<file path="src/rtl/kbc_pkg.sv">
package kbc_pkg;
    typedef enum logic [1:0] {SRC_KBD, SRC_AUX, SRC_CMD} src_e;
    typedef enum logic [1:0] {ST_IDLE, ST_DELAY, ST_EXEC, ST_RESP} ctrl_st_e;
    typedef enum logic [3:0] {
        OP_NOP, OP_RD_RAM, OP_SET_WR, OP_RAM_WR, OP_FWD,
        OP_KBD_OFF, OP_KBD_ON, OP_AUX_OFF, OP_AUX_ON
    } op_e;

    localparam logic [7:0] CMD_RD_BASE = 8'h20;
    localparam logic [7:0] CMD_WR_BASE = 8'h60;
    localparam logic [7:0] CMD_KBD_OFF = 8'hAD;
    localparam logic [7:0] CMD_KBD_ON  = 8'hAE;
    localparam logic [7:0] CMD_AUX_OFF = 8'hA7;
    localparam logic [7:0] CMD_AUX_ON  = 8'hA8;

    localparam int STB_OBF = 0;
    localparam int STB_IBF = 1;
    localparam int STB_CMD = 3;
    localparam int STB_AUX = 5;
endpackage

</file>
<file path="src/rtl/kbc_ram.sv">
module kbc_ram #(
    parameter int          DEPTH  = 32,
    parameter int          WIDTH  = 8,
    parameter logic [7:0]  RESET0 = 8'h45,
    localparam int         AW     = $clog2(DEPTH)
) (
    input  logic             clk,
    input  logic             rst_n,
    input  logic             we,
    input  logic [AW-1:0]    addr,
    input  logic [WIDTH-1:0] wdata,
    output logic [WIDTH-1:0] rdata
);
    logic [WIDTH-1:0] mem [DEPTH];

    generate
        for (genvar g = 0; g < DEPTH; g++) begin : g_cell
            localparam logic [WIDTH-1:0] INIT = (g == 0) ? WIDTH'(RESET0) : '0;
            always_ff @(posedge clk) begin
                if (!rst_n)
                    mem[g] <= INIT;
                else if (we && (addr == AW'(g)))
                    mem[g] <= wdata;
            end
        end
    endgenerate

    assign rdata = mem[addr];
endmodule

</file>
<file path="src/rtl/kbc_obuf.sv">
module kbc_obuf
    import kbc_pkg::*;
#(
    parameter int W = 8
) (
    input  logic         clk,
    input  logic         rst_n,
    input  logic         rd_clr,
    input  logic         resp_load,
    input  logic [W-1:0] resp_data,
    input  logic         kbd_valid,
    input  logic         kbd_en,
    input  logic [W-1:0] kbd_data,
    input  logic         aux_valid,
    input  logic         aux_en,
    input  logic [W-1:0] aux_data,
    output logic         kbd_take,
    output logic         aux_take,
    output logic         full,
    output logic [W-1:0] data,
    output src_e         src
);
    // fixed priority: command response, keyboard, mouse
    always_comb begin
        kbd_take = kbd_valid && kbd_en && !full && !resp_load;
        aux_take = aux_valid && aux_en && !full && !resp_load && !kbd_take;
    end

    always_ff @(posedge clk) begin
        if (!rst_n) begin
            full <= 1'b0;
            data <= '0;
            src  <= SRC_KBD;
        end else begin
            if (rd_clr)
                full <= 1'b0;
            if (resp_load) begin
                full <= 1'b1;
                data <= resp_data;
                src  <= SRC_CMD;
            end else if (kbd_take) begin
                full <= 1'b1;
                data <= kbd_data;
                src  <= SRC_KBD;
            end else if (aux_take) begin
                full <= 1'b1;
                data <= aux_data;
                src  <= SRC_AUX;
            end
        end
    end
endmodule

</file>
<file path="src/rtl/kbc_ctrl.sv">
module kbc_ctrl
    import kbc_pkg::*;
#(
    parameter int  RAM_DEPTH = 32,
    parameter int  PROC_LAT  = 4,
    localparam int AW        = $clog2(RAM_DEPTH),
    localparam int CW        = $clog2(PROC_LAT + 1)
) (
    input  logic          clk,
    input  logic          rst_n,
    input  logic          host_sel,
    input  logic          host_wr,
    input  logic [7:0]    host_wdata,
    input  logic          obuf_full,
    output logic          ibuf_full,
    output logic          ibuf_is_cmd,
    output logic [7:0]    ibuf_data,
    output logic          kbd_en,
    output logic          aux_en,
    output logic          resp_load,
    output logic          ram_we,
    output logic [AW-1:0] ram_addr,
    output logic          tx_valid
);
    localparam logic [8:0]    DEPTH9   = 9'(RAM_DEPTH);
    localparam logic [CW-1:0] LAT_LAST = CW'(PROC_LAT - 1);

    ctrl_st_e      state, nxt;
    op_e           op;
    logic [CW-1:0] cnt;
    logic          ibuf_clr;
    logic          wr_pend;
    logic [AW-1:0] wr_idx;
    logic [7:0]    rd_off, wr_off;

    // decode of the byte held in the input buffer
    always_comb begin
        rd_off = ibuf_data - CMD_RD_BASE;
        wr_off = ibuf_data - CMD_WR_BASE;
        op     = OP_NOP;
        if (!ibuf_is_cmd)
            op = wr_pend ? OP_RAM_WR : OP_FWD;
        else if (ibuf_data >= CMD_RD_BASE && {1'b0, rd_off} < DEPTH9)
            op = OP_RD_RAM;
        else if (ibuf_data >= CMD_WR_BASE && {1'b0, wr_off} < DEPTH9)
            op = OP_SET_WR;
        else if (ibuf_data == CMD_KBD_OFF) op = OP_KBD_OFF;
        else if (ibuf_data == CMD_KBD_ON)  op = OP_KBD_ON;
        else if (ibuf_data == CMD_AUX_OFF) op = OP_AUX_OFF;
        else if (ibuf_data == CMD_AUX_ON)  op = OP_AUX_ON;
        ram_addr = (op == OP_RAM_WR) ? wr_idx : rd_off[AW-1:0];
    end

    // state register
    always_ff @(posedge clk) begin
        if (!rst_n) state <= ST_IDLE;
        else        state <= nxt;
    end

    // next state and outputs
    always_comb begin
        nxt       = state;
        ibuf_clr  = 1'b0;
        resp_load = 1'b0;
        ram_we    = 1'b0;
        tx_valid  = 1'b0;
        unique case (state)
            ST_IDLE:  if (ibuf_full) nxt = ST_DELAY;
            ST_DELAY: if (cnt == LAT_LAST) nxt = ST_EXEC;
            ST_EXEC: begin
                if (op == OP_RD_RAM) begin
                    if (obuf_full) begin
                        nxt = ST_RESP;
                    end else begin
                        resp_load = 1'b1;
                        ibuf_clr  = 1'b1;
                        nxt       = ST_IDLE;
                    end
                end else begin
                    ibuf_clr = 1'b1;
                    ram_we   = (op == OP_RAM_WR);
                    tx_valid = (op == OP_FWD);
                    nxt      = ST_IDLE;
                end
            end
            ST_RESP: begin
                if (!obuf_full) begin
                    resp_load = 1'b1;
                    ibuf_clr  = 1'b1;
                    nxt       = ST_IDLE;
                end
            end
            default: nxt = ST_IDLE;
        endcase
    end

    // input buffer, delay counter, port enables, pending RAM write
    always_ff @(posedge clk) begin
        if (!rst_n) begin
            ibuf_full   <= 1'b0;
            ibuf_is_cmd <= 1'b0;
            ibuf_data   <= '0;
            cnt         <= '0;
            kbd_en      <= 1'b1;
            aux_en      <= 1'b1;
            wr_pend     <= 1'b0;
            wr_idx      <= '0;
        end else begin
            if (ibuf_clr) begin
                ibuf_full <= 1'b0;
            end else if (host_wr && !ibuf_full) begin
                ibuf_full   <= 1'b1;
                ibuf_is_cmd <= host_sel;
                ibuf_data   <= host_wdata;
            end

            if (state == ST_DELAY) cnt <= cnt + 1'b1;
            else                   cnt <= '0;

            if (state == ST_EXEC) begin
                unique case (op)
                    OP_KBD_OFF: kbd_en <= 1'b0;
                    OP_KBD_ON:  kbd_en <= 1'b1;
                    OP_AUX_OFF: aux_en <= 1'b0;
                    OP_AUX_ON:  aux_en <= 1'b1;
                    default: ;
                endcase
                if (op == OP_SET_WR) begin
                    wr_pend <= 1'b1;
                    wr_idx  <= wr_off[AW-1:0];
                end else if (ibuf_is_cmd || op == OP_RAM_WR) begin
                    wr_pend <= 1'b0;
                end
            end
        end
    end
endmodule

</file>
<file path="src/rtl/kbc_host_if.sv">
module kbc_host_if
    import kbc_pkg::*;
#(
    parameter int         RAM_DEPTH = 32,
    parameter int         PROC_LAT  = 4,
    parameter logic [7:0] CFG_RESET = 8'h45
) (
    input  logic       clk,
    input  logic       rst_n,
    input  logic       host_sel,
    input  logic       host_wr,
    input  logic       host_rd,
    input  logic [7:0] host_wdata,
    output logic [7:0] host_rdata,
    input  logic       kbd_rx_valid,
    input  logic [7:0] kbd_rx_data,
    output logic       kbd_rx_busy,
    input  logic       aux_rx_valid,
    input  logic [7:0] aux_rx_data,
    output logic       aux_rx_busy,
    output logic       kbd_clk_en,
    output logic       aux_clk_en,
    output logic       kbd_tx_valid,
    output logic [7:0] kbd_tx_data,
    output logic       irq_kbd,
    output logic       irq_aux
);
    localparam int AW = $clog2(RAM_DEPTH);

    logic          ibuf_full, ibuf_is_cmd, resp_load, ram_we;
    logic [7:0]    ibuf_data, ram_rdata, obuf_data;
    logic [AW-1:0] ram_addr;
    logic          obuf_full, kbd_take, aux_take, rd_clr;
    src_e          obuf_src;
    logic [7:0]    status;

    assign rd_clr = host_rd && !host_sel;

    kbc_ctrl #(.RAM_DEPTH(RAM_DEPTH), .PROC_LAT(PROC_LAT)) u_ctrl (
        .clk, .rst_n, .host_sel, .host_wr, .host_wdata,
        .obuf_full, .ibuf_full, .ibuf_is_cmd, .ibuf_data,
        .kbd_en(kbd_clk_en), .aux_en(aux_clk_en),
        .resp_load, .ram_we, .ram_addr, .tx_valid(kbd_tx_valid)
    );

    kbc_ram #(.DEPTH(RAM_DEPTH), .WIDTH(8), .RESET0(CFG_RESET)) u_ram (
        .clk, .rst_n, .we(ram_we), .addr(ram_addr),
        .wdata(ibuf_data), .rdata(ram_rdata)
    );

    kbc_obuf #(.W(8)) u_obuf (
        .clk, .rst_n, .rd_clr, .resp_load, .resp_data(ram_rdata),
        .kbd_valid(kbd_rx_valid), .kbd_en(kbd_clk_en), .kbd_data(kbd_rx_data),
        .aux_valid(aux_rx_valid), .aux_en(aux_clk_en), .aux_data(aux_rx_data),
        .kbd_take, .aux_take, .full(obuf_full), .data(obuf_data), .src(obuf_src)
    );

    always_comb begin
        status          = '0;
        status[STB_OBF] = obuf_full;
        status[STB_IBF] = ibuf_full;
        status[STB_CMD] = ibuf_is_cmd;
        status[STB_AUX] = (obuf_src == SRC_AUX);
    end

    assign host_rdata  = host_sel ? status : obuf_data;
    assign kbd_tx_data = ibuf_data;
    assign kbd_rx_busy = kbd_rx_valid && !kbd_take;
    assign aux_rx_busy = aux_rx_valid && !aux_take;
    assign irq_kbd     = obuf_full && (obuf_src != SRC_AUX);
    assign irq_aux     = obuf_full && (obuf_src == SRC_AUX);
endmodule

</file>
<file path="config.mk">
export PLATFORM = sky130hd
export DESIGN_NAME = kbc_host_if
export DESIGN_NICKNAME = d
export VERILOG_FILES = /design/src/rtl/kbc_pkg.sv /design/src/rtl/kbc_ram.sv /design/src/rtl/kbc_obuf.sv /design/src/rtl/kbc_ctrl.sv /design/src/rtl/kbc_host_if.sv
export SDC_FILE = /design/constraint.sdc
export NUM_CORES = 1
export LEC_CHECK = 0
export BUFFER_PORTS_ARGS = -buffer_cell sky130_fd_sc_hd__buf_2
export CAP_MARGIN = 5
export CORE_MARGIN = 10
export CORE_UTILIZATION = 41
export CTS_CLUSTER_DIAMETER = 40
export CTS_CLUSTER_SIZE = 28
export DETAILED_ROUTE_END_ITERATION = 8
export GPL_ROUTABILITY_DRIVEN = 0
export PLACE_DENSITY = 0.57
export SETUP_SLACK_MARGIN = 0.2
export SLEW_MARGIN = 0
export SYNTH_ARGS = -nofsm -noshare
export SYNTH_HDL_FRONTEND = slang
export SYNTH_SLANG_ARGS = --single-unit
</file>
<file path="constraint.sdc">
create_clock -name clk -period 3.9 [get_ports clk]
set_clock_uncertainty 0.15 [all_clocks]
set_input_delay 1.17 -clock clk [delete_from_list [all_inputs] [get_ports clk]]
set_output_delay 1.17 -clock clk [all_outputs]
set_load 0.03 [all_outputs]
</file>
==> results list <==
- The run finished, with violations left.
- The final reports fail on setup timing.
* Critical-path cell list: inv_4 -> ha_4 -> nor2b_4 -> a2111oi_4 -> a31o_2 -> nor3b_4 -> or3b_4 -> nor2b_4 -> buf_6
* Count of different cell masters after synthesis: 61
- Number of violations of the max-capacitance limit: 0
- IO Port Bufs: 53
- Worst-path clk slew: 0.05 ns
- Final Cycle Share: 1.02
* Shortest clock period the worst path allows after layout: 3.97 ns
- The number of hold violations in the final report came to 0.
- Data arrival time of the critical path: 2.65 ns
- Static leakage: 5.90 nW
- Of the total power, the share spent switching nets is 0.248.
* Number of sinks on the clock net: 290
- The die covers 42000 um^2.
* Remaining number of nets flagged by the antenna check after routing: 0
* Depth of the CTS H-tree: 2
* Total of warnings raised by yosys: 0
* Number of global-route vias before repair: 9643
- Clock root buffer master: sky130_fd_sc_hd__clkbuf_16
- Worst flop-to-flop path endpoint: u_obuf.data[3]$_SDFFE_PN0P_
- Die outline height: 205 um
* Detail Placement HPWL: 27400 um
- On the final layout, the worst hold slack is 0.282 ns.
- Final std cell area, no fill: 16600 um^2
* Remaining global-route overflow: 0
* Count of placed standard cells including taps: 1643
- TritonCTS built the clock tree.
- # diodes: 0
- Synthesis produced a netlist with a net count of 1190.
* Die extent in x: 205 um
* Largest net degree at the start of global routing: 42
- Cell area after synthesis: 14000 um^2
* Worst Setup Path Type: reg -> out
- Antenna violations before repair: 0
* WP data required: 2.58 ns
- Wire length after detailed routing: 40800 um
- Power density over the cells: 464 nW/um^2
- The number of pins with negative max-slew slack in the final report was 0.
- Drt wl/cell: 23.6 um
- After floorplanning, the core was sized to cover 33600 um^2.
* Comb pwr share: 0.091
- Counting cells, the worst reg-to-reg path comes to 8.
- Global Route Usage Sum: 0.193
- Setup violations remaining at the end of the flow were counted as 1.
* DRC violations left: 0
- Number of enable-type register cells in the synthesized netlist: 256
* Part of the power in registers: 0.458
- Endpoint of the worst hold-timing path: u_ctrl.cnt[0]$_SDFF_PN0_
- Worst hold stages: 1
- In this run the worst hold path is classified as reg -> reg.
- Number of buffers added by the clock tree synthesis step: 39
* Worst setup margin: -0.0720 ns
- Post-DP Area: 15100 um^2
- Startpoint of the tightest hold check path: u_ctrl.cnt[0]$_SDFF_PN0_
* Clk buf depth: 3
* Area growth from synthesis to layout: 18.4%
- Number of storage elements in the synthesis netlist: 290
* RSZ-0062 raised after global routing: true
- After synthesis, the share of flip-flops with an asynchronous set or reset is 0.
- For the worst-skew pair, the clock arrives at the later sink with an insertion delay of 0.53 ns.
- Worst-case register-to-register setup slack: 0.36 ns
- The worst register-to-register path begins at u_ctrl.wr_pend$_SDFFE_PN0P_.
- Core utilization of the finished layout: 0.493
- In the synthesized netlist the dominant register cell turns out to be sky130_fd_sc_hd__edfxtp_1.
- The internal portion of the total power is 5.79 mW.
* Final standard cell count with taps included and fillers excluded: 1731
- Averaged over all synthesized cells, the footprint is 12.1 um^2.
- The share of total power dissipated in the clock network is 0.450.
- Maximum VDD drop: 0.261 mV
- The most numerous cell type found on the critical path is sky130_fd_sc_hd__nor2b_4.
- The largest individual stage delay along the critical path comes from the cell sky130_fd_sc_hd__or3b_4.
- Top-level I/O count: 54
- In the final layout, the share of cells above drive strength 1 is 0.217.
- Critical path capture point type: primary output
* Sw power: 1.91 mW
- For this block, the initial DRC count from the detailed router was 1081.
- Vias per std cell: 5.69
* Layout Nets: 1288
- STA classifies the critical path startpoint as a flip-flop.
- FP Rows: 67
- Synth Instances: 1155
- Worst path max stage delay: 0.42 ns
- At the pin with the least slew margin, the transition time is 1.22 ns.
- Wire length of the first global-routing pass: 61800 um
* Initial core utilization: 0.417
- The share of the Yosys chip area taken by registers is 0.597.
* Number of detailed-routing iterations run before antenna repair: 5
* Highest clock frequency the design can meet: 252 MHz
- Relative slew margins: 0.179
- Detailed routing inserted a total of 9845 vias.
- Of all nets on the critical path, the largest fanout is 2.
worst max-delay path, delay by kind of cell (launching register included):
family	cells	cell delay, ns
compound gates	2	0.55
buf+inv	2	0.17
simple gates	4	0.76
fa+ha+maj	1	0.28
flops	1	0.37
area by class of cell:
type | instances | area [um^2]
clock buffer | 42 | 987
inverter | 9 | 36.3
timing repair buffer | 154 | 1050
multi-input combinational | 759 | 5280
tap | 448 | 561
fill | 2947 | 17000
sequential | 290 | 8380
clock inverter | 29 | 277
layer usage:
metal  vias up  track usage  wire length, um  part of all wire
met5         -            0                0                 0
met4         0       0.0497              870             0.021
met3        67       0.0396             3370             0.083
li1       4506            -                -                 -
met2       400        0.290            18200              0.45
met1      4872        0.277            18400              0.45
registers in the layout (all words and copies together), names as in the netlist:
| register | count |
|---|---|
| u_ctrl.state | 2 |
| u_obuf.data | 8 |
| u_ctrl.ibuf_data | 8 |
| u_ctrl.ibuf_is_cmd | 1 |
| u_ctrl.wr_idx | 5 |
| u_obuf.full | 1 |
| u_ctrl.wr_pend | 1 |
| u_ctrl.ibuf_full | 1 |
| u_ctrl.aux_en | 1 |
| u_ctrl.kbd_en | 1 |
| u_obuf.src | 2 |
| u_ctrl.cnt | 3 |
| u_ram.mem | 256 |
power by group through the flow:
stage	clock, mW	combinational [mW]	sequential (mW)
after floorplan	0	0.402	3.57
after global placement	0	0.666	3.59
after detailed placement	0	0.669	3.59
after CTS	3.51	0.687	3.53
after global routing	3.64	0.747	3.54
final	3.47	0.703	3.53
synthesized netlist by cell type (7+ instances only):
cell type                  number  area share
sky130_fd_sc_hd__a21oi_1       32       0.011
sky130_fd_sc_hd__a31oi_1       10      0.0045
sky130_fd_sc_hd__and2_1       164       0.073
sky130_fd_sc_hd__buf_2          9      0.0032
sky130_fd_sc_hd__buf_4          7      0.0038
sky130_fd_sc_hd__buf_6          8      0.0064
sky130_fd_sc_hd__clkbuf_1      67       0.018
sky130_fd_sc_hd__dfxtp_1       34       0.049
sky130_fd_sc_hd__edfxtp_1     256        0.55
sky130_fd_sc_hd__inv_1          9      0.0024
sky130_fd_sc_hd__mux2i_1       83       0.059
sky130_fd_sc_hd__mux4_2        23       0.037
sky130_fd_sc_hd__nand2_1       66       0.018
sky130_fd_sc_hd__nand2b_1      10      0.0045
sky130_fd_sc_hd__nand3_1       13      0.0046
sky130_fd_sc_hd__nor2_1        53       0.014
sky130_fd_sc_hd__nor2b_1       21      0.0094
sky130_fd_sc_hd__nor3_1        96       0.034
sky130_fd_sc_hd__o21ai_0       56       0.020
sky130_fd_sc_hd__o221ai_1      12      0.0075
sky130_fd_sc_hd__o22ai_1       22      0.0098
logic make-up after synthesis:
group,share of synthesized area
AO/OA/AOI/OAI,0.0822
flip-flops,0.597
AND/OR/NAND/NOR,0.175
XOR/XNOR,0.00250
adder cells (fa/ha/maj),0.00357
buffers and inverters,0.0354
multiplexers,0.104
placed cells by master (no fill, tap or decap), drive strengths merged, types with 7 or more instances in the layout:
| cell type | n |
|---|---|
| mux2 | 7 |
| buf | 154 |
| edfxtp | 256 |
| o22ai | 22 |
| o21ai | 61 |
| nand3 | 13 |
| clkinv | 15 |
| a21oi | 32 |
| and2 | 164 |
| nand2b | 10 |
| nor4 | 7 |
| mux2i | 84 |
| o221ai | 12 |
| nor2 | 53 |
| nor3 | 96 |
| mux4 | 23 |
| nor2b | 22 |
| inv | 16 |
| dfxtp | 34 |
| a31oi | 10 |
| clkbuf | 42 |
| nand2 | 67 |
worst max path at each step:
stage                                           from  slack, ns           end
floorplan           u_ctrl.ibuf_data[5]$_SDFFE_PN0P_       0.09  kbd_tx_valid
global placement    u_ctrl.ibuf_data[6]$_SDFFE_PN0P_       0.21  kbd_tx_valid
detailed placement  u_ctrl.ibuf_data[5]$_SDFFE_PN0P_       0.16  kbd_tx_valid
CTS                 u_ctrl.ibuf_data[6]$_SDFFE_PN0P_      -0.06  kbd_tx_valid
global route        u_ctrl.ibuf_data[6]$_SDFFE_PN0P_      -0.13  kbd_tx_valid
finish              u_ctrl.ibuf_data[6]$_SDFFE_PN0P_      -0.07  kbd_tx_valid
metrics by stage:
step,power [mW],setup TNS [ns],setup WS (ns)
final,7.70,-0.0720,-0.0720
after global routing,7.92,-0.135,-0.135
after CTS,7.73,-0.0637,-0.0637
after detailed placement,4.26,0,0.165
after global placement,4.26,0,0.206
after floorplan,3.98,0,0.0916
repair_timing:
action | 4_1_cts | 5_1_grt
endpoints found under the setup margin | 1 | 2
hold buffers | 0 | 0
pin swaps | 4 | 4
setup buffers | 7 | 10
resized for setup | 21 | 6
No activity file was read; power rests on OpenSTA's default activity.
